## src/rtl/tq_pkg.sv

```systemverilog
package tq_pkg;

    // Control word layout; field positions are decoded by the core.
    localparam int CTL_W = 6;
    localparam int RS_W  = 3;

    typedef enum logic {
        SRC_INSN = 1'b0,
        SRC_PIN  = 1'b1
    } src_e;

    typedef enum logic [1:0] {
        PH_Q1 = 2'd0,
        PH_Q2 = 2'd1,
        PH_Q3 = 2'd2,
        PH_Q4 = 2'd3
    } qph_e;

    typedef struct packed {
        src_e            src;
        logic            fall;
        logic            pre_wdt;
        logic [RS_W-1:0] ratio;
    } ctl_t;

    localparam logic [CTL_W-1:0] CTL_RST = 6'h3F;

endpackage

```

## src/rtl/tq_presc.sv

```systemverilog
module tq_presc
    import tq_pkg::*;
#(
    parameter int PRE_W = 8
) (
    input  logic       clk,
    input  logic       rst,
    input  logic [1:0] qph,
    input  logic       pin_i,
    input  ctl_t       ctl,
    input  logic       clr_i,
    input  logic       wdt_src_i,
    output logic       pin_lvl_o,
    output logic       tmr_carry_o,
    output logic       tmr_div_o,
    output logic       wdt_tick_o
);
    // PRE_W must be at least 2**RS_W so that every ratio has a tap.

    logic [PRE_W-1:0] presc;
    logic             pin_d;
    logic             is_q4;
    logic             own_tmr;
    logic             pin_rise;
    logic             evt;
    logic             tmr_full;
    logic             wdt_full;

    function automatic logic [PRE_W-1:0] low_ones(input int n);
        logic [PRE_W-1:0] m;
        for (int i = 0; i < PRE_W; i++) begin
            m[i] = (i < n);
        end
        return m;
    endfunction

    assign is_q4     = (qph == PH_Q4);
    assign own_tmr   = !ctl.pre_wdt;
    assign pin_lvl_o = pin_i ^ ctl.fall;
    assign pin_rise  = pin_lvl_o & ~pin_d;

    always_comb begin
        if (!own_tmr) begin
            evt = wdt_src_i;
        end else if (ctl.src == SRC_PIN) begin
            evt = pin_rise;
        end else begin
            evt = is_q4;
        end
    end

    assign tmr_full    = &(presc | ~low_ones(int'(ctl.ratio) + 1));
    assign wdt_full    = &(presc | ~low_ones(int'(ctl.ratio)));
    assign tmr_carry_o = own_tmr & (ctl.src == SRC_INSN) & is_q4 & tmr_full;
    assign tmr_div_o   = presc[ctl.ratio];

    always_ff @(posedge clk) begin
        if (rst) begin
            presc      <= '0;
            pin_d      <= 1'b1;
            wdt_tick_o <= 1'b0;
        end else begin
            pin_d      <= pin_lvl_o;
            wdt_tick_o <= wdt_src_i & (own_tmr | wdt_full);
            if (clr_i) begin
                presc <= '0;
            end else if (evt) begin
                presc <= presc + 1'b1;
            end
        end
    end

endmodule

```

## src/rtl/tq_sync.sv

```systemverilog
module tq_sync
    import tq_pkg::*;
(
    input  logic       clk,
    input  logic       rst,
    input  logic [1:0] qph,
    input  logic       smp_i,
    output logic       inc_o
);
    logic samp;
    logic pend;
    logic is_q2;
    logic is_q4;
    logic rise;

    assign is_q2 = (qph == PH_Q2);
    assign is_q4 = (qph == PH_Q4);
    assign rise  = smp_i & ~samp;
    assign inc_o = is_q4 & pend;

    always_ff @(posedge clk) begin
        if (rst) begin
            samp <= 1'b1;
            pend <= 1'b0;
        end else if (is_q2) begin
            samp <= smp_i;
            pend <= pend | rise;
        end else if (is_q4) begin
            samp <= smp_i;
            pend <= rise;
        end
    end

endmodule

```

## src/rtl/tq_count.sv

```systemverilog
module tq_count
    import tq_pkg::*;
#(
    parameter int CNT_W   = 8,
    parameter int INH_CYC = 2
) (
    input  logic             clk,
    input  logic             rst_por,
    input  logic             rst_wdt,
    input  logic [1:0]       qph,
    input  logic             we,
    input  logic [CNT_W-1:0] wdata,
    input  logic             inc_i,
    output logic [CNT_W-1:0] cnt_o,
    output logic             ovf_o
);
    localparam int INH_W = $clog2(INH_CYC + 1);

    logic [INH_W-1:0] inh;
    logic             is_q4;

    assign is_q4 = (qph == PH_Q4);

    always_ff @(posedge clk) begin
        if (rst_por) begin
            cnt_o <= '0;
            inh   <= '0;
            ovf_o <= 1'b0;
        end else if (rst_wdt) begin
            inh   <= '0;
            ovf_o <= 1'b0;
        end else begin
            ovf_o <= 1'b0;
            if (we) begin
                cnt_o <= wdata;
                inh   <= INH_W'(INH_CYC);
            end else if (is_q4) begin
                if (inh != '0) begin
                    inh <= inh - 1'b1;
                end else if (inc_i) begin
                    cnt_o <= cnt_o + 1'b1;
                    ovf_o <= &cnt_o;
                end
            end
        end
    end

endmodule

```

## src/rtl/tq_timer.sv

```systemverilog
module tq_timer
    import tq_pkg::*;
#(
    parameter int CNT_W   = 8,
    parameter int PRE_W   = 8,
    parameter int INH_CYC = 2
) (
    input  logic             clk,
    input  logic             rst_por,
    input  logic             rst_wdt,
    input  logic [1:0]       qph_i,
    input  logic             pin_i,
    input  logic             ctl_we,
    input  logic [CTL_W-1:0] ctl_wdata,
    input  logic             cnt_we,
    input  logic [CNT_W-1:0] cnt_wdata,
    input  logic             wdt_src_i,
    output logic [CNT_W-1:0] cnt_q,
    output logic             ovf_o,
    output logic             wdt_tick_o
);
    ctl_t ctl_r;
    ctl_t ctl_nxt;
    logic any_rst;
    logic presc_clr;
    logic pin_lvl;
    logic tmr_carry;
    logic tmr_div;
    logic smp;
    logic sync_inc;
    logic inc;

    assign any_rst = rst_por | rst_wdt;
    assign ctl_nxt = ctl_t'(ctl_wdata);

    always_ff @(posedge clk) begin
        if (any_rst) begin
            ctl_r <= ctl_t'(CTL_RST);
        end else if (ctl_we) begin
            ctl_r <= ctl_nxt;
        end
    end

    // Prescaler restarts on a counter load or an ownership change.
    assign presc_clr = cnt_we | (ctl_we & (ctl_nxt.pre_wdt != ctl_r.pre_wdt));

    tq_presc #(.PRE_W(PRE_W)) u_presc (
        .clk         (clk),
        .rst         (any_rst),
        .qph         (qph_i),
        .pin_i       (pin_i),
        .ctl         (ctl_r),
        .clr_i       (presc_clr),
        .wdt_src_i   (wdt_src_i),
        .pin_lvl_o   (pin_lvl),
        .tmr_carry_o (tmr_carry),
        .tmr_div_o   (tmr_div),
        .wdt_tick_o  (wdt_tick_o)
    );

    always_comb begin
        if (ctl_r.src == SRC_PIN) begin
            smp = ctl_r.pre_wdt ? pin_lvl : tmr_div;
        end else begin
            smp = 1'b0;
        end
    end

    tq_sync u_sync (
        .clk   (clk),
        .rst   (any_rst),
        .qph   (qph_i),
        .smp_i (smp),
        .inc_o (sync_inc)
    );

    always_comb begin
        if (ctl_r.src == SRC_PIN) begin
            inc = sync_inc;
        end else if (ctl_r.pre_wdt) begin
            inc = (qph_i == PH_Q4);
        end else begin
            inc = tmr_carry;
        end
    end

    tq_count #(.CNT_W(CNT_W), .INH_CYC(INH_CYC)) u_count (
        .clk     (clk),
        .rst_por (rst_por),
        .rst_wdt (rst_wdt),
        .qph     (qph_i),
        .we      (cnt_we),
        .wdata   (cnt_wdata),
        .inc_i   (inc),
        .cnt_o   (cnt_q),
        .ovf_o   (ovf_o)
    );

endmodule

```

## config.mk

```make
export PLATFORM = sky130hd
export DESIGN_NAME = tq_timer
export DESIGN_NICKNAME = d
export VERILOG_FILES = /design/src/rtl/tq_pkg.sv /design/src/rtl/tq_presc.sv /design/src/rtl/tq_sync.sv /design/src/rtl/tq_count.sv /design/src/rtl/tq_timer.sv
export SDC_FILE = /design/constraint.sdc
export NUM_CORES = 1
export LEC_CHECK = 0
export CAP_MARGIN = 30
export CELL_PAD_IN_SITES_DETAIL_PLACEMENT = 0
export CELL_PAD_IN_SITES_GLOBAL_PLACEMENT = 1
export CORE_ASPECT_RATIO = 1.4
export CORE_MARGIN = 2
export CORE_UTILIZATION = 30
export DETAILED_ROUTE_END_ITERATION = 10
export PLACE_DENSITY_LB_ADDON = 0.1
export SLEW_MARGIN = 20
export SYNTH_ARGS = -nofsm -noshare
export SYNTH_HDL_FRONTEND = slang
export SYNTH_SLANG_ARGS = --single-unit
```

## constraint.sdc

```tcl
create_clock -name clk -period 3.6 [get_ports clk]
set_input_delay 0.9 -clock clk [delete_from_list [all_inputs] [get_ports clk]]
set_output_delay 0.9 -clock clk [all_outputs]
set_load 0.03 [all_outputs]
```

# After elaboration in Yosys (flattened, before gate mapping)
# Index checks and enable logic that the tools add are counted.
# totals
reg_bits	29
in_bits	23
out_inout_bits	10
# op_classes
n_addsub	4
magnitude_cmp	16
eq_ne	4
mux	19
bitwise_logic	23
reduce_logical	16
# op_table
cell	n
4-bit by 32-bit less-than comparator with 1-bit output, first input constant	4
3-bit by 32-bit less-than comparator with 1-bit output, first input constant	2
1-bit by 32-bit less-than comparator with 1-bit output, first input constant	1
2-bit by 32-bit less-than comparator with 1-bit output, first input constant	1
8-bit 2-to-1 mux	4
8-bit AND reduction	3
8-bit by 1-bit adder with 8-bit output, second input constant	2
8-bit OR	2
1-bit 2-to-1 mux	11
2-bit nonzero test	5
3-bit less-than comparator, first input constant	3
1-bit bitwise AND	8
7-bit NOT with 8-bit output	1
8-bit NOT	1
1-bit by 3-bit less-than comparator with 1-bit output, first input constant	2
2-bit by 3-bit less-than comparator with 1-bit output, first input constant	2
2-bit 2-to-1 mux	3
1-bit NOT	6
6-bit OR reduction	1
3-bit by 1-bit adder with 4-bit output, second input constant	1
3-bit by 4-bit less-than comparator with 1-bit output, second input constant	1
1-bit OR	4
2-bit AND reduction	2
4-bit AND reduction	1
other kinds (10)	11

# Logic depth before layout (Yosys ltp)
# depth
ltp_word	12
ltp_mapped	10

# Modules after synthesis
# Synthesis repeated with hierarchy kept, for this count alone.
# hier_totals
cells_unflattened	203
hier_area_um2	1722.9
# modules_own_cells
mod	n_inst	cells_per_inst	area_each_um2
tq_presc	1	84	701.9
tq_count	1	81	663.1
tq_timer	1	30	272.8
tq_sync	1	8	85.1

# Worst setup path before layout
# No wires, ideal clock.
# synth_timing
path_kind	input-to-reg
from	in qph_i[1]
to	reg u_count.cnt_o[6]
setup_ns	0.070
t_arrival_ns	2.514
t_required_ns	3.530
slack_ns	1.015
path_stages	7
cell_sequence	nand3b_4 -> or4_1 -> a2111oi_2 -> a31oi_1 -> buf_2 -> or2_0 -> a21oi_1
# synth_via
elab_chain_len	7
elab_cells_between_ends	9
cone_classes	eq/ne: 1; mux: 2; bitwise: 3; reduce/logical: 3
# synth_rtl
element	line_no	source
from (decl)	tq_timer.sv:11	input logic [1:0] qph_i,
2-bit equality test *	--	
1-bit bitwise AND (2 in a row)	tq_presc.sv:54	assign tmr_carry_o = own_tmr & (ctl.src == SRC_INSN) & is_q4 & tmr_full;
1-bit 2-to-1 mux	tq_timer.sv:80	end else if (ctl_r.pre_wdt) begin
1-bit 2-to-1 mux	tq_timer.sv:78	if (ctl_r.src == SRC_PIN) begin
2-bit nonzero test (no line)	--	
4-bit AND reduction (no line) *	--	
to (signal assigned)	tq_count.sv:35	cnt_o <= wdata;
to (signal assigned)	tq_count.sv:41	cnt_o <= cnt_o + 1'b1;
to (decl)	tq_count.sv:14	output logic [CNT_W-1:0] cnt_o,
# Every way passes the cells marked *; elsewhere a longest branch is shown, timed or not.
# A chain may end at the register's enable or synchronous reset.

# Worst setup path after layout
# layout_timing
from	in qph_i[0]
to	reg u_count.cnt_o[3]
# Same word-level chain as after synthesis.

==> flow_metrics.tcl <==
set metrics [dict create \
    outcome "complete, no violations" \
    synth_nets 220 \
    setup_viol 0 \
    io_pins 33 \
    yosysWarnings 0 \
    ant_nets 0 \
    wire_per_inst_microns 13.3 \
    critPathLaunchType "primary input" \
    clk_latency_ps 270 \
    yosysMostFrequentCell "dfxtp_1" \
    power_density_nw_per_um2 352 \
    synth_fa_ha_area_share_pct 3.11 \
    finalCritPeriodShare_pct 87.1 \
    synth_cell_types 42 \
    finalSetupTns_ps 0 \
    synth_xor_area_share_pct 5.45 \
    drive_gt1_share_pct 7.96 \
    critPathCaptureType "flop" \
    cts.hold.buffers_added 0 \
    hold_viol 0 \
    wl_mm 3.90 \
    finalCriticalPeriod_ps 3140 \
    antenna_cells 0 \
    cp_max_fo 11 \
    grt_max_degree 21 \
    whs_ps 464 \
    start_util_pct 31.2 \
    coreArea_sq_um 5160 \
    synth_edf_count 0 \
    synthCells 193 \
    syn_area_sq_um 1610 \
    fin_util_pct 40.5 \
    syn2layout_area_growth_pct 30.0 \
    seq_area_frac_synth_pct 36.1 \
    fin_nets 252 \
    yosys.area.top_type "dfxtp_1" \
    clock-root-buffer "clkbuf_8" \
    ctsHtreeMaxLevel 2 \
    grt_overflow 0 \
    yosys.area_share.simple_pct 26.1 \
    grt_pass1_vias 1391 \
    finalClockSkew_ps 2.75 \
    antenna_found_initial 0 \
    dp_slack_ps 62.6 \
    rsz0062_at_grt "no" \
    cts_tree "built" \
    die_area_sq_um 5970 \
    syn_avg_cell_area_sq_um 8.33 \
    drt_iter0_markers 57 \
    drt_pre_antenna_iters 4 \
    rows 31 \
    synth_seq_cells 29 \
    cts-buffers-inserted 5 \
    cp.required_ps 3800 \
    min_path_type "flop to flop" \
    arrival_ps 3340 \
    synth_top_family_by_area "simple AND/OR/NAND/NOR gates" \
    gp_congestion 0.739 \
    drc 0 \
    grt_pass1_wl_mm 6.58 \
    finalWorstSetupSlack_ps 465 \
    synthTopCellsByArea "dfxtp_1, nor2_1, a21oi_1, xnor2_1, o21ai_0" \
    dieWidth_microns 65.9 \
    path_class "primary input to flop" \
    slew_violations 0 \
    vias 1501 \
    synth_top_cell_area_share_pct 36.1 \
    cts.sinks 29 \
    clk_pin_slew_worst_paths_ps 60 \
    synth_commonest_cells "dfxtp_1, nor2_1, nand2_1" \
    muxShareOfSynthArea_pct 7.32 \
    max_freq_mhz 319 \
    p_leak_nw 0.805 \
    cts-resized-gates 0 \
    synth-compound-area-share_pct 18.5 \
    ys_async_sr_fraction_pct 0 \
    slew_headroom_pct 50.6 \
    ys.flop_type "dfxtp_1" \
    die_h_microns 90.6 \
    clk_path_buf_depth 2 \
    grt.total_usage_pct 14.0 \
    postCtsSetupBuffers 0 \
    via_per_inst 5.14 \
    worst_pin_slew_ps 738 \
    port_buffers 32 \
    ir_drop_mv 0.273 \
    drv_cap 0 \
    place_hpwl_mm 2.94 \
]
## final timing paths
kind | start | to | slack, ps | cells past startpoint
worst max-delay path | qph_i[0] | u_count.cnt_o[3] | 460 | 8
worst min register to register | u_count.inh[1] | u_count.inh[0] | 460 | 2
worst max register to register | ctl_r[0] | u_count.cnt_o[3] | 830 | 9
worst min-delay path | u_count.inh[1] | u_count.inh[0] | 460 | 2
## stage by stage
step | total power, mW | cell area, sq um | cells
after floorplan | 0.402 | 1610 | 193
after global placement | 0.447 | 1980 | 283
after detailed placement | 0.449 | 1980 | 283
after CTS | 0.748 | 2080 | 291
after global routing | 0.771 | 2090 | 292
final | 0.737 | 2090 | 292
## layout make-up
class	count	area (sq um)
Fill cell	537	3070
Multi-Input combinational cell	150	972
Sequential cell	29	581
Timing Repair Buffer	34	335
Clock buffer	7	96.3
Tap cell	66	82.6
Inverter	5	18.8
Clock inverter	1	5.00
## worst max-delay path, cell delays in order
cell and delay [ps]:
clkdlybuf4s50_1 560, nand3b_4 90, or4_1 520, a2111oi_2 380
a31oi_1 210, clkbuf_4 230, or2_2 300, a21oi_1 130
## per-layer routing
layer  part of all wire (%)  vias to the layer above  routed length (microns)  GRT usage, %
met1                     44                      699                     1710          17.2
met2                     50                       41                     1940          22.8
met3                    4.7                        6                      182          4.11
met4                    1.6                        0                       64          4.69
li1                       -                      755                        -             -
met5                      0                        -                        0             0
## registers in the layout (all words and copies together), names as in the netlist
name and flops:
ctl_r 6, u_presc.presc 8, u_presc.pin_d 1, u_count.cnt_o 8
u_sync.samp 1, u_sync.pend 1, u_presc.wdt_tick_o 1, u_count.ovf_o 1
u_count.inh 2
## cell usage in the layout (no fill, tap or decap), drive strengths merged, types with 2 or more instances in the layout
master and count:
a21boi 2, a21oi 13, a22oi 4, a31oi 2, and3 4, clkbuf 8
clkdlybuf4s50 32, dfxtp 29, ha 4, inv 5, mux2 2, mux2i 5
mux4 2, nand2 14, nand2b 3, nand3 9, nand3b 2, nand4 2
nor2 23, nor2b 5, nor3 3, nor3b 3, o211ai 5, o21a 2
o21ai 12, o31ai 2, or2 5, or3 2, or4 2, xnor2 7
xor2 3
## power by group
group	switching (mW)	leakage [nW]	total, mW	internal (mW)
Clock	0.122	0.0542	0.294	0.173
Combinational	0.0498	0.515	0.102	0.0522
Sequential	0.0110	0.236	0.340	0.329
Total	0.183	0.805	0.737	0.554
## cells by family (layout without fill, tap and decap cells)
group | Yosys count | after routing
and+or+nand+nor | 80 | 80
AOI/OAI and AO/OA | 47 | 47
DFF | 29 | 29
buffers and inverters | 14 | 47
xor gates and xnor gates | 10 | 10
muxes | 9 | 9
adders and majority gates | 4 | 4
No activity file was read; power rests on OpenSTA's default activity.
